--- config.mk ---
export PLATFORM = sky130hd
export DESIGN_NAME = mem_cmd_engine
export DESIGN_NICKNAME = d
export VERILOG_FILES = /design/src/rtl/mem_cmd_engine.sv
export SDC_FILE = /design/constraint.sdc
export NUM_CORES = 1
export LEC_CHECK = 0
export ABC_AREA = 1
export BUFFER_PORTS_ARGS = -buffer_cell sky130_fd_sc_hd__buf_2
export CORE_UTILIZATION = 46
export DETAILED_ROUTE_END_ITERATION = 6
export HOLD_SLACK_MARGIN = 0.1
export SLEW_MARGIN = 40
export SYNTH_ARGS = -nofsm -noshare
export SYNTH_HDL_FRONTEND = slang
export SYNTH_SLANG_ARGS = --single-unit
--- constraint.sdc ---
create_clock -name clk -period 2.3 [get_ports clk]
set_input_delay 0.115 -clock clk [delete_from_list [all_inputs] [get_ports clk]]
set_output_delay 0.115 -clock clk [all_outputs]
set_load 0.01 [all_outputs]
--- src/rtl/mem_cmd_engine.sv ---
module mem_cmd_engine #(
  parameter int DATA_BYTES  = 32,
  parameter int REG_BYTES   = 8,
  parameter int COPY_CYCLES = 200000
) (
  input  logic       clk,
  input  logic       rst_n,
  input  logic       start_i,
  input  logic       bus_rst_i,
  input  logic [7:0] rx_byte_i,
  input  logic       rx_valid_i,
  input  logic       tx_req_i,
  output logic [7:0] tx_byte_o,
  output logic       busy_o
);
  localparam int DAW = $clog2(DATA_BYTES);
  localparam int RAW = $clog2(REG_BYTES);
  localparam int CW  = $clog2(COPY_CYCLES + 1);

  typedef enum logic [3:0] {
    S_IDLE, S_CMD, S_ADDR, S_WR, S_RD, S_KCOPY, S_KLOCK, S_KSTAT, S_STAT, S_HALT
  } st_t;

  st_t state;
  logic [DAW-1:0] addr;
  logic use_reg, do_wr, locked;
  logic [CW-1:0] cnt;
  logic [DATA_BYTES-1:0][7:0] dsp, dmem;
  logic [REG_BYTES-1:0][7:0]  rsp, app;

  assign busy_o = (cnt != '0);
  wire rx_ok = rx_valid_i && !busy_o;
  wire [RAW-1:0] raddr = addr[RAW-1:0];
  wire [RAW-1:0] ra_inc = raddr + RAW'(1);
  wire [DAW-1:0] addr_nxt = use_reg ? DAW'(ra_inc) : addr + DAW'(1);
  wire [7:0] rd_byte = use_reg ? (locked ? app[raddr] : rsp[raddr]) : dsp[addr];

  assign tx_byte_o = (state == S_RD)   ? rd_byte :
                     (state == S_STAT) ? {6'h3F, {2{~locked}}} : 8'hFF;

  always_ff @(posedge clk or negedge rst_n) begin
    if (!rst_n) begin
      state   <= S_IDLE;
      addr    <= '0;
      use_reg <= 1'b0;
      do_wr   <= 1'b0;
      locked  <= 1'b0;
      cnt     <= '0;
      dsp     <= '1;
      dmem    <= '1;
      rsp     <= '1;
      app     <= '1;
    end else begin
      if (busy_o) cnt <= cnt - CW'(1);
      if (bus_rst_i) state <= S_IDLE;
      else begin
        case (state)
          S_IDLE: if (start_i && !busy_o) state <= S_CMD;
          S_CMD: if (rx_ok) begin
            case (rx_byte_i)
              8'h0F: begin use_reg <= 1'b0; do_wr <= 1'b1; state <= S_ADDR; end
              8'hAA: begin use_reg <= 1'b0; do_wr <= 1'b0; state <= S_ADDR; end
              8'hF0: begin dsp <= dmem; use_reg <= 1'b0; do_wr <= 1'b0; state <= S_ADDR; end
              8'h99: begin use_reg <= 1'b1; do_wr <= 1'b1; state <= S_ADDR; end
              8'hC3: begin use_reg <= 1'b1; do_wr <= 1'b0; state <= S_ADDR; end
              8'h55: state <= S_KCOPY;
              8'h5A: state <= S_KLOCK;
              8'h66: state <= S_KSTAT;
              default: state <= S_HALT;
            endcase
          end
          S_ADDR: if (rx_ok) begin
            addr  <= use_reg ? DAW'(rx_byte_i[RAW-1:0]) : rx_byte_i[DAW-1:0];
            state <= do_wr ? S_WR : S_RD;
          end
          S_WR: if (rx_ok) begin
            if (!use_reg) dsp[addr] <= rx_byte_i;
            else if (!locked) rsp[raddr] <= rx_byte_i;
            addr <= addr_nxt;
          end
          S_RD: if (tx_req_i) addr <= addr_nxt;
          S_KCOPY: if (rx_ok) begin
            if (rx_byte_i == 8'hA5) begin
              dmem <= dsp;
              cnt  <= CW'(COPY_CYCLES);
            end
            state <= S_HALT;
          end
          S_KLOCK: if (rx_ok) begin
            if (rx_byte_i == 8'hA5 && !locked) begin
              app    <= rsp;
              locked <= 1'b1;
              cnt    <= CW'(COPY_CYCLES);
            end
            state <= S_HALT;
          end
          S_KSTAT: if (rx_ok) state <= (rx_byte_i == 8'h00) ? S_STAT : S_HALT;
          default: ;
        endcase
      end
    end
  end
endmodule

Word-level counts from Yosys, hierarchy flattened

Index checks and enable logic that the tools add are counted.
Widths: inputs -> output; s select.

Word-level logic and storage cells: 198
Register bits: 670

Multiplexer cells: 46
Magnitude comparators: 4
Add/sub/neg operators: 3
Bitwise gates (word level): 2
Reductions and logical operators: 29
Equality and inequality tests: 28

Operators by type and width:

| operator              | number |
|---|---|
| $mux 256              | 4 |
| $pmux 256 s2          | 1 |
| $bwmux 256            | 1 |
| $mux 18               | 6 |
| $bwmux 64             | 1 |
| $mux 8                | 8 |
| $bmux 8 s3            | 2 |
| $bmux 8 s5            | 1 |
| $demux 8 s5           | 1 |
| $eq 8x8->1 const B    | 5 |
| $pmux 18 s2           | 1 |
| $mux 5                | 5 |
| $demux 8 s3           | 1 |
| $eq 8x7->1 const B    | 3 |
| $mux 4                | 6 |
| $pmux 4 s5            | 1 |
| $reduce_bool 18->1    | 1 |
| $sub 18x1->18 const B | 1 |
| $eq 4x3->1 const B    | 4 |
| $pmux 4 s4            | 1 |
| $reduce_and 4->1      | 4 |
| $pmux 5 s3            | 1 |
| $ne 2x2->1 const B    | 6 |
| $ne 3x3->1 const B    | 4 |
| other kinds (28)      | 43 |

Depth between registers and ports, before layout

Word-level depth: 8
Mapped depth: 15
Mapped depth without buffers: 13

Worst setup path before layout

OpenSTA, ideal clock, no wires.

Path kind: flip-flop to flip-flop
Start point: reg addr[1]
End point: reg dsp[128] (netlist bit)
Slack: 0.014 ns
Data required time: 2.224 ns
Stages on the path, launching flop included: 11
Path buffers: 3
Arrival time: 2.210 ns
Library setup time: 0.076 ns
Path through: dfrtp_1 inv_2 clkbuf_1 buf_1 ha_1 clkbuf_1 nand2_1 nand2_1 nand2_1 nand2_1 nand2_1

Word-level cells in the longest chain between the ends: 8

RTL lines:

| element                                                        | RTL line | source |
|---|---|---|
| start: declaration                                             | 25       | `logic [DAW-1:0] addr;` |
| start signal: assignment                                       | 73       | `addr <= use_reg ? DAW'(rx_byte_i[RAW-1:0]) : rx_byte_i[DAW-1:0];` |
| start signal: assignment                                       | 79       | `addr <= addr_nxt;` |
| start signal: assignment                                       | 81       | `S_RD: if (tx_req_i) addr <= addr_nxt;` |
| $lt 5x6->1 (implied by the code) or $ge 5x1->1 (tied branches) | 77       | `if (!use_reg) dsp[addr] <= rx_byte_i;` |
| $logic_and 1x1->1 (implied by the code)                        | 77       |  |
| $mux 8 (implied by the code)                                   | 77       |  |
| $demux 8 s5 *                                                  | 77       |  |
| $bwmux 256 *                                                   | 77       |  |
| $mux 256 *                                                     | 77       |  |
| $mux 256 *                                                     | 76       | `S_WR: if (rx_ok) begin` |
| $pmux 256 s2 *                                                 | 57       | `case (state)` |
| end signal: indexed assignment                                 | 77       |  |
| end: declaration                                               | 28       | `logic [DATA_BYTES-1:0][7:0] dsp, dmem;` |

Every way passes the cells marked *; elsewhere a longest branch is shown, timed or not. The select of a mux whose other input is x is not followed.
A chain may end at the register's enable or synchronous reset.

Worst setup path after layout

Start point: reg addr[0]
End point: out tx_byte_o[3]

Word-level cells in the longest chain between the ends: 5

RTL lines:

| element                                            | RTL line | source |
|---|---|---|
| branches (longest 3 deep; another with $bmux 8 s5) | -        |  |
| $mux 8 *                                           | 36       | `wire [7:0] rd_byte = use_reg ? (locked ? app[raddr] : rsp[raddr]) : dsp[addr];` |
| $mux 8 *                                           | 38       | `assign tx_byte_o = (state == S_RD) ? rd_byte :` |
| end: declaration                                   | 13       | `output logic [7:0] tx_byte_o,` |

Every way passes the cells marked *. The select of a mux whose other input is x is not followed.

==> run summary <==
Fin crit share: 1.24
Failing checks: setup timing
Worst skew pair latency: 620 ps
Synth Warn #: 0
Synthesized Nets: 4,416
Routed WL: 111 mm
R2r worst-path depth: 12
CORE AREA: 71,900 um^2
Critical-path cell list: buf_12 > buf_12 > buf_12 > o21ai_1 > nand2_1 > a21oi_2 > o21ai_2 > nand4_1 > nand2_1 > nand2_2 > buf_6
Worst IR Drop VDD: 0.686 mV
Area Overhead vs Synth: 23.1%
Status: finished with violations
Placed Area: 37,000 um^2
RSZ-0062 raised after global routing: true
Int Pwr: 20.2 mW
Global-route wire length before repair: 169 mm
Required @ worst endpoint: 2180 ps
Fill cell count: 6,676
Final hold vios: 0
Reg2reg start: addr[0]
Critical Path Source Type: flop
Final instance area: 41,400 um^2
Largest regs: dmem: 256 flops, dsp: 256 flops
Crit path max-delay cell type: dfrtp_4
Worst reg-to-reg setup slack: -160 ps
WP buf/inv: 4
Commonest non-fill, non-tap cell in the layout: nand2_1
Clock Skews: 17.3 ps
Static Leakage: 16.9 nW
Most frequent cells in the layout: nand2_1, o21ai_0, dfstp_2, inv_1, nand3_1
Average vias per placed instance: 5.37
Initial Util: 0.468
Switching power: 6.75 mW
EDFF count, synth: 0
Top cell type's share of synthesized area: 0.500
PD cells: 651 nW/um^2
ANT nets after route: 0
# rows: 98
Vias in the first global route: 28,789
Hold WC Path Type: input pin to asynchronous set/reset pin
Switching share of power: 0.251
Part of the power in the clock network: 0.461
Via count: 30,306
Worst setup path class: flop to output pin
Worst path most repeated cell: buf_12
Top area cells in the synthesized netlist: dfstp_2, nand2_1, o21ai_0
CP top delay family: buffers and inverters
Synth Flop Type: dfstp_2
GR Overflow Total: 0
Critical Path End Type: output pin
Die area: 74,200 um^2
Initial antenna violation count: 0
RD Place Congestion: 0.882
Pins over their slew limit: 0
Largest net degree at the start of global routing: 177
# IOs: 23
Clock Path Buffers: 3
RR Endpoint: dsp[28]
Max_slew headroom: 0.533
Slowest stage delay, CP: 510 ps
IO buf count: 22
Post-layout worst setup margin: -553 ps
Die X: 272 um
CTS tree: yes
Initial DRC count: 2,902
Multi-input gate area: 14,400 um^2
Post-synthesis instance total: 4,396
Cts bufs inserted: 75
DR WL/cell: 19.6 um
Reg clk slew, reported paths: 60 ps
Largest fanout on the critical path: 8
Ant. Diodes: 0
FF+latch area: 17,600 um^2
Mapped cell area: 33,600 um^2
Synth Register Bits: 670
Yosys top cell by area: dfstp_2
Final setup vio count: 80
First-pass DRT Iterations: 6
Die height: 272 um
Placement Setup Slack: -98.7 ps
Actual slew at the worst max-slew pin: 700 ps
Nets: 4,652
Tmin final: 2850 ps
Fraction of layout cells with a size suffix above 1: 0.294
Combinational power share: 0.097
Clock root cell: clkbuf_16
Syn_area_per_cell: 7.65 um^2
Part of the power in registers: 0.442
Dpl hpwl: 69.8 mm
Fmax: 0.351 GHz
Critical path arrival: 2740 ps
H-tree depth: 3
Fin util: 0.576
GRT Util Overall: 0.294
Cell variety after synth: 36
CTS sink count: 670
Hold WS: 244 ps
Max cap viols: 0
# DRC: 0
Ys async rst share: 1.00
Seq/Total Area, Yosys: 0.523
==> power groups by stage <==
stage	Combinational, mW	Sequential [mW]	Clock, mW
after CTS	2.35	11.9	12.6
after global placement	2.04	12.1	0
final	2.61	11.9	12.4
after floorplan	0.794	12.1	0
after global routing	2.75	11.9	13.0
after detailed placement	2.04	12.1	0
==> worst max path at each step <==
stage	start	slack, ps	endpoint	cells past startpoint
global route	addr[0]	-610	tx_byte_o[1]	17
finish	addr[0]	-550	tx_byte_o[3]	11
floorplan	addr[1]	10	dsp[128]	10
global placement	addr[1]	-100	tx_byte_o[5]	9
CTS	addr[0]	-540	tx_byte_o[1]	15
detailed placement	addr[1]	-100	tx_byte_o[3]	11
==> layout make-up <==
type	count	share of cell area
clock buffers	109	0.0536
flip-flops and latches	670	0.425
well taps	950	0.0287
clock inverters	25	0.00704
repair buffers	394	0.102
multi-input cells	3090	0.347
inverters	401	0.0367
==> per-stage QoR <==
step | TNS (ps) | cells | power (mW)
5_1_grt | -15300 | 5639 | 27.7
3_5_place_dp | -725 | 5452 | 14.1
2_1_floorplan | 0 | 4396 | 12.9
4_1_cts | -5980 | 5612 | 26.9
3_3_place_gp | -372 | 5452 | 14.1
6_report | -8140 | 5639 | 26.9
==> worst reg2reg max path, stage by stage, from the launching register on <==
cell and delay [ps]:
dfrtp_4 450, buf_12 170, buf_12 140, bufbuf_16 280, ha_2 210, inv_1 40
nor2_1 250, buf_12 150, nand2_1 150, buf_4 220, o21ai_0 160, nand3_1 100
nand2_1 80
==> cells by family after synthesis <==
| group | count (synthesis) | share of synthesized area |
|---|---|---|
| buffers and inverters | 636 | 0.0752 |
| adder cells (fa/ha/maj) | 6 | 0.00223 |
| AO/OA/AOI/OAI | 874 | 0.133 |
| flip-flops | 670 | 0.523 |
| AND/OR/NAND/NOR | 2196 | 0.263 |
| XOR/XNOR | 14 | 0.00365 |
==> cell usage after synthesis, types with 2 or more instances <==
master and n:
o21ai_0 746, xnor2_1 2, buf_2 31, buf_1 18, clkbuf_1 159, nand3_1 302, nand3_2 2, or2_2 2
buf_4 27, clkinv_1 3, inv_1 394, xor2_1 12, a22oi_1 7, o22ai_1 58, nor4_1 2, ha_1 6
nand3b_1 3, a21oi_1 57, nor2_1 95, dfrtp_1 30, nand2_1 1734, nand4_1 13, dfstp_2 640, nor2_4 9
nor3_2 2, nand2_2 20, inv_2 4, o211ai_1 2, nor3_1 9
==> per-layer routing <==
| metal | vias up | global-route usage | share of wire |
|---|---|---|---|
| li1 | 14502 | - | - |
| met1 | 14684 | 0.416 | 0.45 |
| met2 | 932 | 0.453 | 0.45 |
| met3 | 188 | 0.0592 | 0.070 |
| met4 | 0 | 0.0906 | 0.029 |
| met5 | - | 0 | 0 |
==> timing repair <==
| action | in CTS | in global routing |
|---|---|---|
| hold buffers | 12 | 0 |
| endpoints found under the hold margin | 349 | 0 |
| buffers inserted | 7 | 19 |
| resized for setup | 141 | 213 |
| pin swaps | 25 | 65 |
| setup endpoints to repair | 36 | 567 |
| cloned | 7 | 10 |
(Power assumes the default switching activity.)
